### src/rtl/ptw_pkg.sv
package ptw_pkg;
    typedef enum logic [1:0] {
        WS_IDLE = 2'd0,
        WS_TOP  = 2'd1,
        WS_LEAF = 2'd2
    } walk_state_e;

    typedef enum logic [1:0] {
        FK_NONE  = 2'd0,
        FK_RANGE = 2'd1,
        FK_TOP   = 2'd2,
        FK_LEAF  = 2'd3
    } fault_kind_e;
endpackage

### src/rtl/ptw_field_split.sv
module ptw_field_split #(
    parameter int AW    = 32,
    parameter int L1_W  = 10,
    parameter int L2_W  = 9,
    parameter int OFF_W = 13
) (
    input  logic [AW-1:0]    vaddr,
    output logic [L1_W-1:0]  dir_idx,
    output logic [L2_W-1:0]  leaf_idx,
    output logic [OFF_W-1:0] offset
);
    always_comb begin
        dir_idx  = vaddr[AW-1 -: L1_W];
        leaf_idx = vaddr[OFF_W +: L2_W];
        offset   = vaddr[OFF_W-1:0];
    end
endmodule

### src/rtl/ptw_entry_addr.sv
module ptw_entry_addr #(
    parameter int AW       = 32,
    parameter int IDX_W    = 10,
    parameter int ENT_LOG2 = 2
) (
    input  logic [AW-1:0]    base,
    input  logic [IDX_W-1:0] idx,
    output logic [AW-1:0]    addr
);
    localparam int PAD_W = AW - IDX_W - ENT_LOG2;

    always_comb begin
        addr = base + {{PAD_W{1'b0}}, idx, {ENT_LOG2{1'b0}}};
    end
endmodule

### src/rtl/ptw_entry_decode.sv
module ptw_entry_decode #(
    parameter int AW    = 32,
    parameter int OFF_W = 13
) (
    input  logic [AW-1:0]    entry,
    input  logic [OFF_W-1:0] offset,
    output logic             valid,
    output logic [AW-1:0]    ptr_base,
    output logic [AW-1:0]    phys
);
    localparam int NUM_W = AW - OFF_W;
    localparam logic [AW-1:0] NUM_MASK = {{NUM_W{1'b1}}, {OFF_W{1'b0}}};

    always_comb begin
        valid    = entry[0];
        ptr_base = entry & NUM_MASK;
        phys     = (entry & NUM_MASK) | {{NUM_W{1'b0}}, offset};
    end
endmodule

### src/rtl/pt_walker.sv
module pt_walker #(
    parameter int AW       = 32,
    parameter int L1_W     = 10,
    parameter int L2_W     = 9,
    parameter int OFF_W    = 13,
    parameter int ENT_LOG2 = 2
) (
    input  logic            clk,
    input  logic            rst_n,
    input  logic            req_valid,
    output logic            req_ready,
    input  logic [AW-1:0]   req_vaddr,
    input  logic [AW-1:0]   table_base,
    input  logic [L1_W:0]   table_len,
    output logic            mem_req,
    output logic [AW-1:0]   mem_addr,
    input  logic            mem_rvalid,
    input  logic [AW-1:0]   mem_rdata,
    output logic            done,
    output logic [1:0]      fault_kind,
    output logic [AW-1:0]   paddr
);
    import ptw_pkg::*;

    typedef struct packed {
        walk_state_e st;
        logic [AW-1:0] va;
        logic [AW-1:0] addr;
        logic          done;
        fault_kind_e   fault;
        logic [AW-1:0] paddr;
    } walk_regs_t;

    walk_regs_t r_q, r_d;

    logic [AW-1:0]    split_va;
    logic [L1_W-1:0]  dir_idx;
    logic [L2_W-1:0]  leaf_idx;
    logic [OFF_W-1:0] offset;
    logic [AW-1:0]    top_addr;
    logic [AW-1:0]    leaf_addr;
    logic             ent_valid;
    logic [AW-1:0]    ent_ptr;
    logic [AW-1:0]    ent_phys;
    logic             out_of_range;

    assign split_va = (r_q.st == WS_IDLE) ? req_vaddr : r_q.va;

    ptw_field_split #(.AW(AW), .L1_W(L1_W), .L2_W(L2_W), .OFF_W(OFF_W)) u_split (
        .vaddr(split_va), .dir_idx(dir_idx), .leaf_idx(leaf_idx), .offset(offset)
    );

    ptw_entry_addr #(.AW(AW), .IDX_W(L1_W), .ENT_LOG2(ENT_LOG2)) u_top_addr (
        .base(table_base), .idx(dir_idx), .addr(top_addr)
    );

    ptw_entry_decode #(.AW(AW), .OFF_W(OFF_W)) u_decode (
        .entry(mem_rdata), .offset(offset), .valid(ent_valid),
        .ptr_base(ent_ptr), .phys(ent_phys)
    );

    ptw_entry_addr #(.AW(AW), .IDX_W(L2_W), .ENT_LOG2(ENT_LOG2)) u_leaf_addr (
        .base(ent_ptr), .idx(leaf_idx), .addr(leaf_addr)
    );

    assign out_of_range = ({1'b0, dir_idx} >= table_len);

    always_comb begin
        r_d       = r_q;
        r_d.done  = 1'b0;
        r_d.fault = FK_NONE;
        r_d.paddr = '0;
        unique case (r_q.st)
            WS_IDLE: begin
                if (req_valid) begin
                    r_d.va = req_vaddr;
                    if (out_of_range) begin
                        r_d.done  = 1'b1;
                        r_d.fault = FK_RANGE;
                    end else begin
                        r_d.st   = WS_TOP;
                        r_d.addr = top_addr;
                    end
                end
            end
            WS_TOP: begin
                if (mem_rvalid) begin
                    if (!ent_valid) begin
                        r_d.st    = WS_IDLE;
                        r_d.done  = 1'b1;
                        r_d.fault = FK_TOP;
                    end else begin
                        r_d.st   = WS_LEAF;
                        r_d.addr = leaf_addr;
                    end
                end
            end
            WS_LEAF: begin
                if (mem_rvalid) begin
                    r_d.st   = WS_IDLE;
                    r_d.done = 1'b1;
                    if (!ent_valid) begin
                        r_d.fault = FK_LEAF;
                    end else begin
                        r_d.paddr = ent_phys;
                    end
                end
            end
            default: r_d.st = WS_IDLE;
        endcase
    end

    always_ff @(posedge clk or negedge rst_n) begin
        if (!rst_n) begin
            r_q <= '{st: WS_IDLE, va: '0, addr: '0, done: 1'b0,
                     fault: FK_NONE, paddr: '0};
        end else begin
            r_q <= r_d;
        end
    end

    assign req_ready  = (r_q.st == WS_IDLE);
    assign mem_req    = (r_q.st == WS_TOP) || (r_q.st == WS_LEAF);
    assign mem_addr   = r_q.addr;
    assign done       = r_q.done;
    assign fault_kind = r_q.fault;
    assign paddr      = r_q.paddr;
endmodule

### config.mk
export PLATFORM = sky130hd
export DESIGN_NAME = pt_walker
export DESIGN_NICKNAME = d
export VERILOG_FILES = /design/src/rtl/ptw_pkg.sv /design/src/rtl/ptw_field_split.sv /design/src/rtl/ptw_entry_addr.sv /design/src/rtl/ptw_entry_decode.sv /design/src/rtl/pt_walker.sv
export SDC_FILE = /design/constraint.sdc
export NUM_CORES = 1
export LEC_CHECK = 0
export BUFFER_PORTS_ARGS = -buffer_cell sky130_fd_sc_hd__buf_2
export CORE_MARGIN = 3
export CORE_UTILIZATION = 47
export DETAILED_ROUTE_END_ITERATION = 8
export GPL_ROUTABILITY_DRIVEN = 0
export MAX_ROUTING_LAYER = met4
export PLACE_DENSITY = 0.77
export SETUP_SLACK_MARGIN = 0.3
export SLEW_MARGIN = 0
export SYNTH_ARGS = -nofsm -noshare
export SYNTH_HDL_FRONTEND = slang
export SYNTH_SLANG_ARGS = --single-unit
### constraint.sdc
create_clock -name clk -period 3.7 [get_ports clk]
set_input_delay 0.74 -clock clk [delete_from_list [all_inputs] [get_ports clk]]
set_output_delay 0.74 -clock clk [all_outputs]
set_load 0.01 [all_outputs]
=== Word-level counts from Yosys, hierarchy flattened ===
Cells that the tools add are included.

* Logic and storage cells: 41
* Flip-flop bits (word level): 101
* Output and inout port bits: 69
* Input port bits: 111

* Equal/unequal tests: 7
* Mux-type cells: 18
* Add/subtract/negate cells: 2
* Bitwise operators: 1
* Reduce and logical (&&, ||, !) cells: 6
* $lt $le $gt $ge: 1

{| class="wikitable"
|+ Operators with widths
! cell !! count
|-
| 32-bit 2-to-1 mux || 5
|-
| 35-bit 2-to-1 mux || 2
|-
| 69-bit 2-to-1 mux || 1
|-
| 32-bit one-hot mux with 2 select lines || 1
|-
| 32-bit by 11-bit adder with 32-bit output || 1
|-
| 32-bit by 12-bit adder with 32-bit output || 1
|-
| 32-bit by 13-bit bitwise OR with 32-bit output || 1
|-
| 10-bit by 11-bit greater-or-equal comparator with 1-bit output || 1
|-
| 2-bit 2-to-1 mux || 5
|-
| 2-bit != test (second input constant) || 5
|-
| 3-bit one-hot mux with 3 select lines || 1
|-
| 3-bit 2-to-1 mux || 2
|-
| 2-bit one-hot mux with 3 select lines || 1
|-
| 5-bit AND reduction || 1
|-
| 4-bit AND reduction || 1
|-
| 2-bit by 1-bit == test with 1-bit output (second input constant) || 1
|-
| 2-bit == test (second input constant) || 1
|-
| 2-bit zero test || 1
|-
| 2-bit AND reduction || 1
|-
| 2-bit nonzero test || 1
|-
| 1-bit logical OR || 1
|}

=== Longest topological paths before layout ===
* Word-level depth: 6
* Depth in mapped cells: 14
* Mapped depth without buffers: 11

=== By module ===
A second synthesis with hierarchy kept.

* Cells, all modules: 766
* Area, all modules: 7753.7 um2

{| class="wikitable"
|+ By module, submodules not included
! module !! area each (um2) !! cells each !! seq. area each (um2) !! instances
|-
| pt_walker || 5175.0 || 417 || 2527.4 || 1
|-
| ptw_entry_addr at u_leaf_addr || 982.2 || 135 || 0.0 || 1
|-
| ptw_entry_addr at u_top_addr || 864.6 || 116 || 0.0 || 1
|-
| ptw_entry_decode || 491.7 || 66 || 0.0 || 1
|-
| ptw_field_split || 240.2 || 32 || 0.0 || 1
|}

=== Least setup slack after synthesis ===
OpenSTA, ideal clock, no wires.

* Path type: reg2reg
* Start: register r_q[100] (netlist name)
* End: register r_q, in the netlist mem_addr[10]
* Setup time: 126 ps
* Slack: 10 ps
* Cell stages (with the launch flop): 13
* Period minus slack after synthesis: 3690 ps
* Buffers on the path: 2
* Data required time: 3574 ps
* Arrival time: 3564 ps
* Cell sequence: dfrtp_1 > inv_1 > ha_1 > buf_2 > buf_1 > mux2_2 > fa_1 > a21o_2 > a31o_4 > a2111oi_4 > or3_1 > nor3_1 > o32a_1

* Cells in the longest elaborated chain, start to end: 6
* Elaborated cells on any way between the ends: 17
* Classes of those cells: add/sub: 2; order compare: 1; eq/ne: 5; mux: 6; reduce/logical: 3

{| class="wikitable"
|+ RTL lines
! what !! RTL line !! source
|-
| start, declared || pt_walker.sv:34 || <nowiki>walk_regs_t r_q, r_d;</nowiki>
|-
| start signal, assigned || pt_walker.sv:115 || <nowiki>r_q <= '{st: WS_IDLE, va: '0, addr: '0, done: 1'b0,</nowiki>
|-
| start signal, assigned || pt_walker.sv:118 || <nowiki>r_q <= r_d;</nowiki>
|-
| 2-bit zero test * || - ||
|-
| named net req_ready || pt_walker.sv:11 || <nowiki>output logic req_ready,</nowiki>
|-
| 32-bit 2-to-1 mux || pt_walker.sv:47 || <nowiki>assign split_va = (r_q.st == WS_IDLE) ? req_vaddr : r_q.va;</nowiki>
|-
| 32-bit by 11-bit adder with 32-bit output / 32-bit by 12-bit adder with 32-bit output (equally long branches) || ptw_entry_addr.sv:13 || <nowiki>addr = base + {{PAD_W{1'b0}}, idx, {ENT_LOG2{1'b0}}};</nowiki>
|-
| 32-bit 2-to-1 mux (on tied branches) || pt_walker.sv:88, pt_walker.sv:77 ||
|-
| 35-bit 2-to-1 mux / 69-bit 2-to-1 mux (equally long branches) || pt_walker.sv:87, pt_walker.sv:75 ||
|-
| 32-bit one-hot mux with 2 select lines || pt_walker.sv:73 || <nowiki>unique case (r_q.st)</nowiki>
|}

Mark *: on every way through the listed nets, which the timed path passes. The rest lies on a longest branch. The select of a mux whose other input is x is not followed.
A chain may end at the register's enable or synchronous reset.

=== Worst setup path after layout ===
* Start: register r_q[100] (netlist name)
* End: register r_q, in the netlist mem_addr[10]

* Cells in the longest elaborated chain, start to end: 6
* Elaborated cells on any way between the ends: 17
* Classes of those cells: add/sub: 2; order compare: 1; eq/ne: 5; mux: 6; reduce/logical: 3

{| class="wikitable"
|+ RTL lines
! what !! RTL line
|-
| 2-bit zero test || pt_walker.sv:47, pt_walker.sv:73
|-
| 32-bit 2-to-1 mux || pt_walker.sv:47
|-
| 32-bit by 11-bit adder with 32-bit output / 32-bit by 12-bit adder with 32-bit output (equally long branches) || ptw_entry_addr.sv:13
|-
| 32-bit 2-to-1 mux (on tied branches) || pt_walker.sv:88, pt_walker.sv:77
|-
| 35-bit 2-to-1 mux / 69-bit 2-to-1 mux (equally long branches) || pt_walker.sv:87, pt_walker.sv:75
|-
| 32-bit one-hot mux with 2 select lines || pt_walker.sv:73
|}

Several ways; a longest one is shown, not always the timed one. The select of a mux whose other input is x is not followed.

==> summary.md <==
The run finished with clean final reports. The post-layout net count was 814; the number of port buffers was 167. The die height was 119 µm.

The run gives 577 as the number of cells produced by synthesis. The tools report the starting density of the core as 0.490. Setup slack on the critical path of the routed design comes to 0.403 ns.

In this run the worst path has a maximum fanout of 4. Start-to-end type of the worst setup path: reg2reg. STA puts the critical path data required time at 3.93 ns. Clock buffer count from CTS: 9.

The pre-CTS worst setup slack was 0.155 ns; the horizontal die dimension was 119 µm. At the later pin of the worst-skew pair, clock insertion delay measures 0.34 ns. Number of enable-type register cells in the synthesized netlist: 0. In the synthesized netlist, the cells that appear most often are sky130_fd_sc_hd__dfrtp_1, sky130_fd_sc_hd__buf_4, sky130_fd_sc_hd__mux2_2.

TritonCTS built the clock tree. Register area share after synthesis: 0.421. Among all cell types in the netlist, the one instantiated most often is sky130_fd_sc_hd__dfrtp_1. Clock tree synthesis found a total of 101 sinks. The final critical delay including setup and external delays came out at 3.30 ns. The worst setup path is captured at a register. For the remaining routing DRC violations, the log shows 0. Pin placement for this block handled 180 I/O pins.

The tools report the worst clock skew on the final layout as 0.00476 ns. The run gives 23500 µm as the wire length of the first global-routing pass. The via count of the first global-routing pass was 4680; the share of post-route cells with drive strength above 1 was 0.388. Using the TritonRoute via totals, the vias-per-cell ratio works out to 5.33. For this run the aggregate overflow at the end of global routing stands at 0. At the pin with the least slew margin, the transition time is 0.814 ns. Count of TritonRoute iterations in the first routing pass: 4. Across the VDD grid, the largest voltage drop is 0.392 mV. The power consumption was 5480 µW. Relative to the synthesized area, the layout overhead comes to 15.5%. Sorting the synthesized cells by area gives the leading types as sky130_fd_sc_hd__dfrtp_1, sky130_fd_sc_hd__buf_4, sky130_fd_sc_hd__mux2_2, sky130_fd_sc_hd__ha_1, sky130_fd_sc_hd__mux2i_1. Based on the critical path, the design can be clocked at up to 303 MHz. The largest total area in the synthesized netlist belongs to sky130_fd_sc_hd__dfrtp_1. For this design the static power due to leakage is 0.00348 µW.

Dividing the detail-routed wire length by the instance count gives 17.1 µm. The routed layout has 4541 vias. The region available for standard cell placement spans 12300 µm². STA classifies the critical path startpoint as a register. After detailed routing, the total wire length is 14500 µm. For this run, the number of Yosys warnings is 0. The register-to-register path setup slack was 0.40 ns; the area of the die was 14200 µm². The logs give 11000 µm for the detailed placer's ending HPWL and 40 for the row count. The number of antenna violations at the first check in global routing is 1. The number of nets in the synthesized netlist came out at 713.

The number of pins with negative max-slew slack in the final report is 0, and the final-layout setup total negative slack is 0 ns. No sink is reached through more buffers than the 2 on the longest clock path. The detail route stage leaves a number of antenna-violating nets equal to 0. The share of flip-flops with an asynchronous set or reset after synthesis is 1.00. The total global routing track utilization is 0.212, and the clock transition at the registers of the reported paths is 0.07 ns.

The maximum level of the CTS H-tree was 3. Most instantiated flip-flop cell in the synthesis netlist: sky130_fd_sc_hd__dfrtp_1. The post-route clock period utilization was 0.891. Hold timing on the final database bottoms out at a slack of 0.400 ns. Worst slew margin relative to its limit: 0.456. The synthesized cell area is 6010 µm².

The fraction of synthesized cell area taken by the top area cell type works out to 0.421. Setup violations remaining at the end of the flow were counted as 0. In this run, post-CTS hold repair placed 0 buffers. The worst min-delay path class was in2async. The reported max-cap violation count came out at 0. The post-synthesis average cell area was 10.4 µm²; the count of unique library cells instantiated by Yosys was 61. Setup repair after global routing left no endpoint under its margin.

Clock root buffer: sky130_fd_sc_hd__clkbuf_16. For this design the ratio of total power to cell area is 790 nW/µm². The run gives 3.52 ns as the data arrival at the endpoint of the critical path.

Entering global routing, the biggest net connects 55 pins. The post-layout utilization of the core is 0.566, and the number of DRC violations after detailed-routing iteration 0 is 340. Register bit count reported by yosys: 101.

The final number of hold-violating endpoints came out at 0.
[cell families after synthesis]
family                   count (synthesis)  share of synthesized area
AND/OR/NAND/NOR                        159                      0.141
buffers and inverters                  112                      0.119
flip-flops                             101                      0.421
AO/OA/AOI/OAI                           92                      0.115
multiplexers                            65                      0.117
adder cells (fa/ha/maj)                 25                     0.0533
XOR/XNOR                                23                     0.0335
[through the flow]
step | std cells | instance area [µm²]
final | 852 | 6940
after global routing | 852 | 6940
after CTS | 848 | 6890
after detailed placement | 829 | 6510
after global placement | 829 | 6510
after floorplan | 577 | 6030
[final cells by class]
type                       instances  area [µm²]
clock inverter                     7         105
fill                            1072        5320
sequential                       101        2530
tap                              168         210
antenna                            1        2.50
multi-input combinational        364        2810
inverter                          19        71.3
timing repair buffer             183         987
clock buffer                       9         225
[per-layer routing]
layer / vias up / share of wire / wire length (µm) / GRT usage
met5: - / 0 / 0 / -
met4: 0 / 0.018 / 266 / 0.0731
met3: 22 / 0.039 / 568 / 0.0299
met2: 125 / 0.51 / 7390 / 0.354
met1: 2225 / 0.43 / 6320 / 0.265
li1: 2169 / - / - / -
[power by group]
group	total (µW)	leakage, µW	internal, µW	switching (µW)
logic	2800	0.00203	1260	1530
clock network	1040	0.000159	604	440
registers	1640	0.00130	1460	180
total	5480	0.00348	3330	2150
[sequential cells by signal (all words and copies together), names as in the netlist]
| name | flops |
|---|---|
| r_q | 34 |
| paddr | 32 |
| fault_kind | 2 |
| mem_addr | 32 |
| done | 1 |
[final timing paths]
path,startpoint,to,depth (start not counted)
max in group asynchronous,rst_n,r_q[75]$_DFFE_PN0P_,2
min in group clk,mem_addr[1]$_DFFE_PN0P_,mem_addr[1]$_DFFE_PN0P_,2
min reg2reg,mem_addr[1]$_DFFE_PN0P_,mem_addr[1]$_DFFE_PN0P_,2
min,rst_n,paddr[6]$_DFF_PN0_,1
max,r_q[100]$_DFFE_PN0P_,mem_addr[10]$_DFFE_PN0P_,11
max reg2reg,r_q[100]$_DFFE_PN0P_,mem_addr[10]$_DFFE_PN0P_,11
[worst max-delay path, stage by stage (launching register included)]
cell	delay, ns
sky130_fd_sc_hd__dfrtp_1	0.43
sky130_fd_sc_hd__inv_2	0.11
sky130_fd_sc_hd__ha_4	0.18
sky130_fd_sc_hd__mux2_2	0.35
sky130_fd_sc_hd__ha_1	0.21
sky130_fd_sc_hd__fa_1	0.41
sky130_fd_sc_hd__a21o_2	0.26
sky130_fd_sc_hd__a31o_4	0.26
sky130_fd_sc_hd__a2111oi_4	0.38
sky130_fd_sc_hd__or3_4	0.19
sky130_fd_sc_hd__nor3_1	0.04
sky130_fd_sc_hd__o32a_1	0.35
[timing repair]
action                                  in CTS  in global routing
pin swaps                                    1                  1
gates cloned                                 0                  0
endpoints found under the setup margin      10                 23
resized for setup                            1                  7
buffers inserted                             3                  3
[placed cells by master, fill, tap and decap left out, types with 23 or more instances in the layout]
master and instances:
sky130_fd_sc_hd__dfrtp_1 101, sky130_fd_sc_hd__nor2_1 31, sky130_fd_sc_hd__mux2i_1 23, sky130_fd_sc_hd__nand2_1 39
sky130_fd_sc_hd__nand3_1 27, sky130_fd_sc_hd__buf_2 166, sky130_fd_sc_hd__a21oi_1 23, sky130_fd_sc_hd__and2_1 23
sky130_fd_sc_hd__mux2_2 42, sky130_fd_sc_hd__ha_1 23
No activity file was read; power rests on OpenSTA's default activity.
